### src/rtl/rxdma_pkg.sv
package rxdma_pkg;
  typedef enum logic [2:0] {
    RS_IDLE,
    RS_RUN,
    RS_HOLD,
    RS_STOP_END,
    RS_STOP_TO,
    RS_FLUSH
  } rx_state_e;
endpackage

### src/rtl/rxdma_rst_sync.sv
module rxdma_rst_sync #(
  parameter int STAGES = 2
) (
  input  logic clk,
  input  logic rst_n,
  output logic rst_sync_n
);
  logic [STAGES-1:0] sync_q;

  always_ff @(posedge clk or negedge rst_n) begin
    if (!rst_n) sync_q <= '0;
    else        sync_q <= {sync_q[STAGES-2:0], 1'b1};
  end

  assign rst_sync_n = sync_q[STAGES-1];
endmodule

### src/rtl/rxdma_fifo.sv
module rxdma_fifo #(
  parameter int DW    = 8,
  parameter int DEPTH = 8,
  localparam int PW = $clog2(DEPTH),
  localparam int LW = $clog2(DEPTH + 1)
) (
  input  logic          clk,
  input  logic          rst_n,
  input  logic          push,
  input  logic [DW-1:0] din,
  input  logic          pop,
  output logic [DW-1:0] dout,
  output logic [LW-1:0] level,
  output logic          full,
  output logic          empty
);
  logic [DW-1:0] mem_q [DEPTH];
  logic [PW-1:0] wptr_q, wptr_d, rptr_q, rptr_d;
  logic [LW-1:0] lvl_q, lvl_d;
  logic          do_push, do_pop;

  assign full    = (lvl_q == LW'(DEPTH));
  assign empty   = (lvl_q == '0);
  assign do_push = push && !full;
  assign do_pop  = pop && !empty;

  always_comb begin
    wptr_d = wptr_q;
    rptr_d = rptr_q;
    lvl_d  = lvl_q;
    if (do_push) wptr_d = (wptr_q == PW'(DEPTH - 1)) ? '0 : wptr_q + 1'b1;
    if (do_pop)  rptr_d = (rptr_q == PW'(DEPTH - 1)) ? '0 : rptr_q + 1'b1;
    case ({do_push, do_pop})
      2'b10:   lvl_d = lvl_q + 1'b1;
      2'b01:   lvl_d = lvl_q - 1'b1;
      default: lvl_d = lvl_q;
    endcase
  end

  always_ff @(posedge clk or negedge rst_n) begin
    if (!rst_n) begin
      wptr_q <= '0;
      rptr_q <= '0;
      lvl_q  <= '0;
    end else begin
      wptr_q <= wptr_d;
      rptr_q <= rptr_d;
      lvl_q  <= lvl_d;
    end
  end

  for (genvar g = 0; g < DEPTH; g++) begin : g_slot
    always_ff @(posedge clk) begin
      if (do_push && (wptr_q == PW'(g))) mem_q[g] <= din;
    end
  end

  assign dout  = mem_q[rptr_q];
  assign level = lvl_q;
endmodule

### src/rtl/rxdma_rts.sv
module rxdma_rts #(
  parameter int DEPTH  = 8,
  parameter int MARGIN = 4,
  localparam int LW     = $clog2(DEPTH + 1),
  localparam int THRESH = DEPTH - MARGIN
) (
  input  logic          flow_en,
  input  logic          rx_en,
  input  logic [LW-1:0] level,
  output logic          rts
);
  assign rts = flow_en && rx_en && (level < LW'(THRESH));
endmodule

### src/rtl/rxdma_seq.sv
module rxdma_seq
  import rxdma_pkg::*;
#(
  parameter int AW = 16,
  parameter int CW = 8
) (
  input  logic          clk,
  input  logic          rst_n,
  input  logic          start_cmd,
  input  logic          stop_cmd,
  input  logic          flush_cmd,
  input  logic          chain_en,
  input  logic [AW-1:0] ptr_in,
  input  logic [CW-1:0] max_in,
  input  logic          fifo_empty,
  output logic          wr_go,
  output logic          rx_en,
  output logic [AW-1:0] wr_addr,
  output logic [CW-1:0] amt,
  output logic [CW-1:0] max_cur,
  output logic          ev_started,
  output logic          ev_end,
  output logic          ev_rxto
);
  rx_state_e     st_q, st_d;
  logic [AW-1:0] ptr_q;
  logic [CW-1:0] max_q, amt_q, amt_d;
  logic          load, full_buf;
  logic          sta_d, end_d, to_d;
  logic          sta_q, end_q, to_q;

  assign full_buf = (amt_q == max_q);

  always_comb begin
    st_d  = st_q;
    load  = 1'b0;
    wr_go = 1'b0;
    sta_d = 1'b0;
    end_d = 1'b0;
    to_d  = 1'b0;
    case (st_q)
      RS_IDLE: begin
        if (start_cmd) begin
          load = 1'b1; sta_d = 1'b1; st_d = RS_RUN;
        end else if (flush_cmd) begin
          load = 1'b1; st_d = RS_FLUSH;
        end
      end
      RS_RUN: begin
        if (stop_cmd) begin
          st_d = RS_STOP_END;
        end else if (full_buf) begin
          end_d = 1'b1;
          if (chain_en) begin
            load = 1'b1; sta_d = 1'b1;
          end else begin
            st_d = RS_HOLD;
          end
        end else if (!fifo_empty) begin
          wr_go = 1'b1;
        end
      end
      RS_HOLD: begin
        if (stop_cmd) begin
          st_d = RS_STOP_END;
        end else if (start_cmd) begin
          load = 1'b1; sta_d = 1'b1; st_d = RS_RUN;
        end
      end
      RS_STOP_END: begin
        end_d = 1'b1; st_d = RS_STOP_TO;
      end
      RS_STOP_TO: begin
        to_d = 1'b1; st_d = RS_IDLE;
      end
      RS_FLUSH: begin
        if (fifo_empty || full_buf) begin
          end_d = 1'b1; st_d = RS_IDLE;
        end else begin
          wr_go = 1'b1;
        end
      end
      default: st_d = RS_IDLE;
    endcase
  end

  always_comb begin
    if (load)       amt_d = '0;
    else if (wr_go) amt_d = amt_q + 1'b1;
    else            amt_d = amt_q;
  end

  always_ff @(posedge clk or negedge rst_n) begin
    if (!rst_n) begin
      st_q  <= RS_IDLE;
      amt_q <= '0;
      sta_q <= 1'b0;
      end_q <= 1'b0;
      to_q  <= 1'b0;
    end else begin
      st_q  <= st_d;
      amt_q <= amt_d;
      sta_q <= sta_d;
      end_q <= end_d;
      to_q  <= to_d;
    end
  end

  always_ff @(posedge clk or negedge rst_n) begin
    if (!rst_n) begin
      ptr_q <= '0;
      max_q <= '0;
    end else if (load) begin
      ptr_q <= ptr_in;
      max_q <= max_in;
    end
  end

  assign rx_en      = (st_q == RS_RUN) || (st_q == RS_HOLD);
  assign wr_addr    = ptr_q + AW'(amt_q);
  assign amt        = amt_q;
  assign max_cur    = max_q;
  assign ev_started = sta_q;
  assign ev_end     = end_q;
  assign ev_rxto    = to_q;
endmodule

### src/rtl/rxdma_ctrl.sv
module rxdma_ctrl #(
  parameter int AW     = 16,
  parameter int CW     = 8,
  parameter int DW     = 8,
  parameter int DEPTH  = 8,
  parameter int MARGIN = 4,
  localparam int LW = $clog2(DEPTH + 1)
) (
  input  logic          clk,
  input  logic          rst_n,
  input  logic          rx_valid,
  input  logic [DW-1:0] rx_data,
  input  logic          start_cmd,
  input  logic          stop_cmd,
  input  logic          flush_cmd,
  input  logic [AW-1:0] ptr_in,
  input  logic [CW-1:0] max_in,
  input  logic          flow_en,
  input  logic          chain_en,
  output logic          mem_we,
  output logic [AW-1:0] mem_addr,
  output logic [DW-1:0] mem_wdata,
  output logic          rts_o,
  output logic          ev_started,
  output logic          ev_end,
  output logic          ev_rxto,
  output logic [CW-1:0] amount
);
  logic          rst_i_n;
  logic          wr_go, rx_en, f_full, f_empty;
  logic [LW-1:0] f_level;
  logic [CW-1:0] max_cur;

  rxdma_rst_sync #(.STAGES(2)) u_rst (
    .clk(clk), .rst_n(rst_n), .rst_sync_n(rst_i_n)
  );

  rxdma_fifo #(.DW(DW), .DEPTH(DEPTH)) u_fifo (
    .clk(clk), .rst_n(rst_i_n),
    .push(rx_valid && rx_en), .din(rx_data),
    .pop(wr_go), .dout(mem_wdata),
    .level(f_level), .full(f_full), .empty(f_empty)
  );

  rxdma_seq #(.AW(AW), .CW(CW)) u_seq (
    .clk(clk), .rst_n(rst_i_n),
    .start_cmd(start_cmd), .stop_cmd(stop_cmd), .flush_cmd(flush_cmd),
    .chain_en(chain_en), .ptr_in(ptr_in), .max_in(max_in),
    .fifo_empty(f_empty), .wr_go(wr_go), .rx_en(rx_en),
    .wr_addr(mem_addr), .amt(amount), .max_cur(max_cur),
    .ev_started(ev_started), .ev_end(ev_end), .ev_rxto(ev_rxto)
  );

  rxdma_rts #(.DEPTH(DEPTH), .MARGIN(MARGIN)) u_rts (
    .flow_en(flow_en), .rx_en(rx_en), .level(f_level), .rts(rts_o)
  );

  assign mem_we = wr_go;

  logic unused_full;
  assign unused_full = f_full;
endmodule

### config.mk
export PLATFORM = sky130hd
export DESIGN_NAME = rxdma_ctrl
export DESIGN_NICKNAME = d
export VERILOG_FILES = /design/src/rtl/rxdma_pkg.sv /design/src/rtl/rxdma_rst_sync.sv /design/src/rtl/rxdma_fifo.sv /design/src/rtl/rxdma_rts.sv /design/src/rtl/rxdma_seq.sv /design/src/rtl/rxdma_ctrl.sv
export SDC_FILE = /design/constraint.sdc
export NUM_CORES = 1
export LEC_CHECK = 0
export BUFFER_PORTS_ARGS = -buffer_cell sky130_fd_sc_hd__buf_2
export CAP_MARGIN = 20
export CORE_UTILIZATION = 58
export DETAILED_ROUTE_END_ITERATION = 8
export PLACE_DENSITY = 0.82
export REMOVE_ABC_BUFFERS = 1
export SLEW_MARGIN = 20
export SYNTH_ARGS = -nofsm -noshare
export SYNTH_HDL_FRONTEND = slang
export SYNTH_SLANG_ARGS = --single-unit
### constraint.sdc
create_clock -name clk -period 3.4 [get_ports clk]
set_input_delay 0.68 -clock clk [delete_from_list [all_inputs] [get_ports clk]]
set_output_delay 0.68 -clock clk [all_outputs]
set_load 0.05 [all_outputs]
Yosys cells after proc, flatten, opt, wreduce, memory -nomap -nowiden
Memories as Yosys holds them, arrays and structs flattened.
Cells that the tools add are included.
{"block": "word_totals", "ff_bits": 50, "ramBits": 64, "input_bits": 40, "output_inout_bits": 37, "wordCells": 141, "mem_count": 1}
{"memory": "u_fifo.mem_q", "depth": 8, "width": 8, "read_ports": 1, "rd_ports_with_merged_regs": 0, "wr": 1, "line_no": "rxdma_fifo.sv:17", "rtl": "logic [DW-1:0] mem_q [DEPTH];"}
{"block": "op_classes", "addsub": 6, "n_lt_le_gt_ge": 1, "n_eq_ne": 22, "mux": 70, "reduce_logical": 30}
{"operator": "8-bit two-way mux", "count": 9}
{"operator": "8-bit OR reduction", "count": 7}
{"operator": "3-bit two-way mux", "count": 17}
{"operator": "1-bit two-way mux", "count": 38}
{"operator": "3-bit equality test, second input constant", "count": 7}
{"operator": "16-bit by 8-bit adder with 16-bit output", "count": 1}
{"operator": "3-bit case mux with 5 select lines", "count": 1}
{"operator": "1-bit logical AND", "count": 13}
{"operator": "3-bit by 2-bit equality test with 1-bit output, second input constant", "count": 4}
{"operator": "3-bit != test, second input constant", "count": 3}
{"operator": "1-bit case mux with 3 select lines", "count": 3}
{"operator": "8-bit by 1-bit adder with 8-bit output, second input constant", "count": 1}
{"operator": "8-bit equality test", "count": 1}
{"operator": "4-bit case mux with 2 select lines", "count": 1}
{"operator": "3-bit by 1-bit adder with 3-bit output, second input constant", "count": 2}
{"operator": "3-bit by 1-bit equality test with 1-bit output, second input constant", "count": 2}
{"operator": "3-bit logical NOT", "count": 2}
{"operator": "5-bit AND reduction", "count": 1}
{"operator": "4-bit by 1-bit adder with 4-bit output, second input constant", "count": 1}
{"operator": "4-bit equality test, second input constant", "count": 1}
{"operator": "4-bit logical NOT", "count": 1}
{"operator": "4-bit by 3-bit < comparator with 1-bit output, second input constant", "count": 1}
{"operator": "2-bit nonzero test", "count": 2}
{"operator": "4-bit by 1-bit subtractor with 4-bit output, second input constant", "count": 1}
{"operator": "other kinds (7)", "count": 9}

Logic depth before layout (Yosys ltp)
{"block": "depth", "depth_word": 15, "ltp_mapped": 13, "depth_no_buf": 11}

Modules after synthesis
A second synthesis with hierarchy kept.
{"block": "hier_totals", "hier_cells": 382, "hier_area_um2": 5700.5}
{"module": "rxdma_fifo", "instances": 1, "cells_each": 167, "area_per_inst_um2": 3238.1, "seq_area_each_um2": 2172.1}
{"module": "rxdma_seq", "instances": 1, "cells_each": 210, "area_per_inst_um2": 2389.8, "seq_area_each_um2": 950.9}
{"module": "rxdma_rst_sync", "instances": 1, "cells_each": 3, "area_per_inst_um2": 53.8, "seq_area_each_um2": 50.0}
{"module": "rxdma_rts", "instances": 1, "cells_each": 1, "area_per_inst_um2": 12.5, "seq_area_each_um2": 0.0}
{"module": "rxdma_ctrl", "instances": 1, "cells_each": 1, "area_per_inst_um2": 6.3, "seq_area_each_um2": 0.0}

Worst setup path before layout
Ideal clock, no wire load.
{"block": "synth_timing", "path_type": "reg-to-output", "startpoint": "register u_seq.amt_q[0], in the netlist u_seq.amt[0]", "endpoint": "output mem_addr[6]", "t_arrival_ns": 3.066, "t_required_ns": 2.720, "path_slack_ns": -0.346, "path_stages_with_launch": 8, "n_path_buf": 0, "cell_sequence": "dfrtp_1 > ha_1 > inv_1 > fa_1 > nor2b_1 > o31a_1 > o31ai_1 > a21boi_0"}
{"block": "synth_between", "elab_chain_len": 1}
{"element": "start, declared", "line_no": "rxdma_seq.sv:27", "rtl": "logic [CW-1:0] max_q, amt_q, amt_d;"}
{"element": "start signal, assigned", "line_no": "rxdma_seq.sv:102", "rtl": "amt_q <= amt_d;"}
{"element": "16-bit by 8-bit adder with 16-bit output", "line_no": "rxdma_seq.sv:120", "rtl": "assign wr_addr = ptr_q + AW'(amt_q);"}
{"element": "end, declared", "line_no": "rxdma_ctrl.sv:21", "rtl": "output logic [AW-1:0] mem_addr,"}
No other way between the ends.

Final worst setup path
{"block": "layout_timing", "startpoint": "register u_seq.ptr_q[0]", "endpoint": "output mem_addr[14]"}
{"block": "layout_between", "elab_chain_len": 1}
{"element": "start, declared", "line_no": "rxdma_seq.sv:26", "rtl": "logic [AW-1:0] ptr_q;"}
{"element": "start signal, assigned", "line_no": "rxdma_seq.sv:114", "rtl": "ptr_q <= ptr_in;"}
{"element": "16-bit by 8-bit adder with 16-bit output", "line_no": "rxdma_seq.sv:120"}
No other way between the ends.

==> out/results.tsv <==
stage	metric	value	unit
power	static leakage	0.002907	uW
floorplan	initial core utilization	60.51	%
logic_synthesis	number of distinct library cells after synthesis	54	
cts	clock sink count	114	
logic_synthesis	Main synth FF type	edfxtp_1	
critical_path	slowest stage cell on the critical path	fa_2	
global_route	maximum number of pins on one net before global-route repair	49	
global_route	via count of the first global-routing pass	3777	
flow_run	count of max-cap constraint violations	0	
critical_path	category of the worst setup path capture point	output port	
global_route	global-route wire length before repair	19000	um
timing	maximum achievable frequency	0.2977	GHz
final_layout	post-route cell area	0.006964	sq mm
logic_synthesis	Post-synth EDFFs	64	
logic_synthesis	average instance area after synthesis	13.90	sq um
cts	worst-case clock buffer depth	2	
cts	CTS Root Buffer Type	clkbuf_8	
timing	time the worst path needs with I/O delays and setup	3359	ps
cts	insertion delay of the later-clocked pin in the worst-skew pair	510	ps
critical_path	critical path class	register to output port	
routing	number of detailed-route iterations in the first pass	4	
critical_path	Arrival @ worst endpoint	2680	ps
logic_synthesis	cell area after synthesis	0.005644	sq mm
routing	vias per cell	5.846	
logic_synthesis	register bit count reported by yosys	114	
placed_design	Port Buffers	76	
timing	slew at the pin closest to its max-slew limit	831.7	ps
routing	WL/cell	18.99	um
placed_design	detailed placer's ending HPWL	7410	um
cts	TritonCTS clock tree	done	
floorplan	row count	35	
cts	register clock-pin slew on the reported worst setup and hold paths	60	ps
global_route	global-route usage over all layers	25.11	%
power	Pwr per Cell Area	1041	mW/mm^2
cts	H-tree Lvls	4	
logic_synthesis	post-synth top area cell	edfxtp_1	
timing	max-slew violation total from the final report	0	
min_path	worst hold path type	register to asynchronous set/reset pin	
placed_design	standard cell area after detailed placement	0.006153	sq mm
cts	number of CTS-inserted buffers	17	
logic_synthesis	leading post-synthesis cells by cell area	edfxtp_1, dfrtp_1, mux4_2	
final_layout	post-synthesis to final-layout area growth	23.39	%
power	Worst IR Drop VDD	0.7122	mV
final_layout	final-stage net count	568	
logic_synthesis	instance count of the mapped netlist	406	
routing	Post-route DRC	0	
timing	Clock Skew	7.803	ps
routing	Final Routed Wirelength	12300	um
timing	fin crit share	98.79	%
routing	post-detailed-route count of antenna-violating nets	0	
timing	aggregate negative setup slack	0	ps
floorplan	overall die height	100.6	um
timing	Setup-failing EPs final	0	
logic_synthesis	sequential share of the synthesized area	56.22	%
routing	number of violations reported at the end of detailed-routing iteration 0	202	
timing	setup repair after global routing missed its margin	true	
logic_synthesis	fraction of registers with async set or reset after synthesis	43.86	%
critical_path	Crit path largest cell delay	370	ps
final_layout	antenna cell count	0	
timing	headroom to the max-slew limit	44.55	%
routing	total via count in the routed design	3788	
global_route	initial antenna violation count	1	
final_layout	fraction of layout instances using a drive strength above 1	39.11	%
floorplan	count of pins on the block boundary	77	
critical_path	critical path, cell by cell	ha_2 -> inv_2 -> fa_2 -> nor2b_2 -> o31a_1 -> o31ai_1 -> buf_4 -> a211oi_4 -> xor2_1 -> buf_4	
critical_path	kind of launch point of the worst setup path	register	
floorplan	Die Width	100.6	um
critical_path	cell mode on critical path	buf_4	
critical_path	Critical Path RT	2720	ps
floorplan	Floorplan Core Area	0.009328	sq mm
critical_path	worst-path maximum fanout	5	
placed_design	routability congestion estimate from global placement	0.8729	
logic_synthesis	Synth warnings	0	
timing	number of hold violations in the final report	0	
outcome	status	finished clean	
floorplan	die area	0.01013	sq mm
logic_synthesis	fraction of post-synthesis cell area in the top cell type by area	34.05	%
global_route	total gr overflow	0	
[stage by stage]
stage	power [uW]	hold slack [ps]	setup slack [ps]	cells	util (%)
2_1_floorplan	4550	331.2	-345.8	391	-
3_3_place_gp	5138	336.0	490.0	605	65.97
3_5_place_dp	5250	336.2	393.2	605	65.97
4_1_cts	7149	359.3	2.656	643	73.64
5_1_grt	7583	370.4	-85.14	648	74.66
6_report	7247	359.1	41.13	648	74.66
[metal layers]
| metal | GRT usage (%) | wire [um] |
|---|---|---|
| met3 | 6.033 | 665 |
| met1 | 33.89 | 5178 |
| met5 | 0 | 0 |
| met4 | 9.699 | 278 |
| met2 | 39.73 | 6180 |
[cells by family (layout without fill, tap and decap cells)]
family                   after synthesis  after routing  share of synthesized area, %
multiplexers                          52             52                         15.01
AO/OA/AOI/OAI                         65             65                         8.070
AND/OR/NAND/NOR                       93             93                         8.468
adder cells (fa/ha/maj)               22             22                         5.143
buffers and inverters                 33            146                         2.993
flip-flops                           114            114                         56.22
XOR/XNOR                              26             26                         4.035
other                                  1              1                       0.06644
[report_power, final]
part | internal (uW) | switching, uW
clock network | 1120 | 658
logic | 1340 | 1950
registers | 1790 | 390
total | 4250 | 3000
[critical path, delay by kind of cell (launching register included)]
kind | cells | cell delay [ps]
AOI/OAI and AO/OA | 3 | 510
xor gates and xnor gates | 1 | 170
adders and majority gates | 2 | 570
buffers and inverters | 3 | 440
DFF | 1 | 360
and+or+nand+nor | 1 | 140
[final timing paths]
| path | start | to | slack (ps) | cells past startpoint |
|---|---|---|---|---|
| max in group asynchronous | u_rst.sync_q[1] | u_seq.amt[2] | 2580 | 0 |
| worst max-delay path | u_seq.ptr_q[0] | mem_addr[14] | 40 | 10 |
| worst min-delay path | u_rst.sync_q[1] | u_seq.ptr_q[0] | 360 | 0 |
| worst max register to register | u_seq.amt[0] | u_fifo.level[3] | 410 | 14 |
| worst min register to register | u_rst.sync_q[1] | u_seq.ptr_q[0] | 360 | 0 |
| min in group clk | u_rst.sync_q[0] | u_rst.sync_q[1] | 360 | 0 |
[registers in the layout (all words and copies together), names as in the netlist, 2 cells and up]
register       cells
u_fifo.wptr_q      3
u_rst.sync_q       2
u_fifo.rptr_q      3
u_seq.st_q         3
u_seq.max_cur      8
u_seq.amt          8
u_fifo.mem_q      64
u_fifo.level       4
u_seq.ptr_q       16
[placed cells by master, fill, tap and decap left out, types with 4 or more instances in the layout]
cell type / instances
dfrtp_1: 46
clkbuf_16: 16
a21o_1: 4
a211oi_1: 4
nand3_1: 11
xnor2_1: 12
nand2_1: 13
clkinv_4: 4
nor2_1: 26
buf_2: 70
mux2_2: 13
nor3_1: 7
and2_1: 5
mux2_4: 22
mux4_2: 16
xor2_1: 14
ha_1: 14
a21oi_1: 13
o21ai_0: 14
edfxtp_1: 64
inv_1: 17
and3_1: 13
nor2b_1: 5
buf_4: 23
[cells in the mapped netlist, types with 13 or more instances]
master	n
nand2_1	13
ha_1	20
mux2_2	13
xor2_1	14
nor2_1	26
mux4_2	16
inv_1	18
a21oi_1	14
mux2_4	22
and3_1	13
dfrtp_1	50
edfxtp_1	64
o21ai_0	15
[cell type report]
cell class / instances / area (sq um)
Clock inverter: 15 / 182.7
Fill cell: 558 / 2364
Inverter: 18 / 67.56
Multi-Input combinational cell: 259 / 2402
Tap cell: 129 / 161.4
Clock buffer: 17 / 414.1
Timing Repair Buffer: 96 / 555.5
Sequential cell: 114 / 3181
[repair_timing]
| action | CTS | global route |
|---|---|---|
| endpoints found under the hold margin | 2 | 0 |
| hold buffers | 1 | 0 |
| setup buffers | 5 | 5 |
| resized for setup | 17 | 14 |
| pin swaps | 4 | 6 |
| endpoints found under the setup margin | 9 | 10 |
Power figures use the tool's default switching activity.
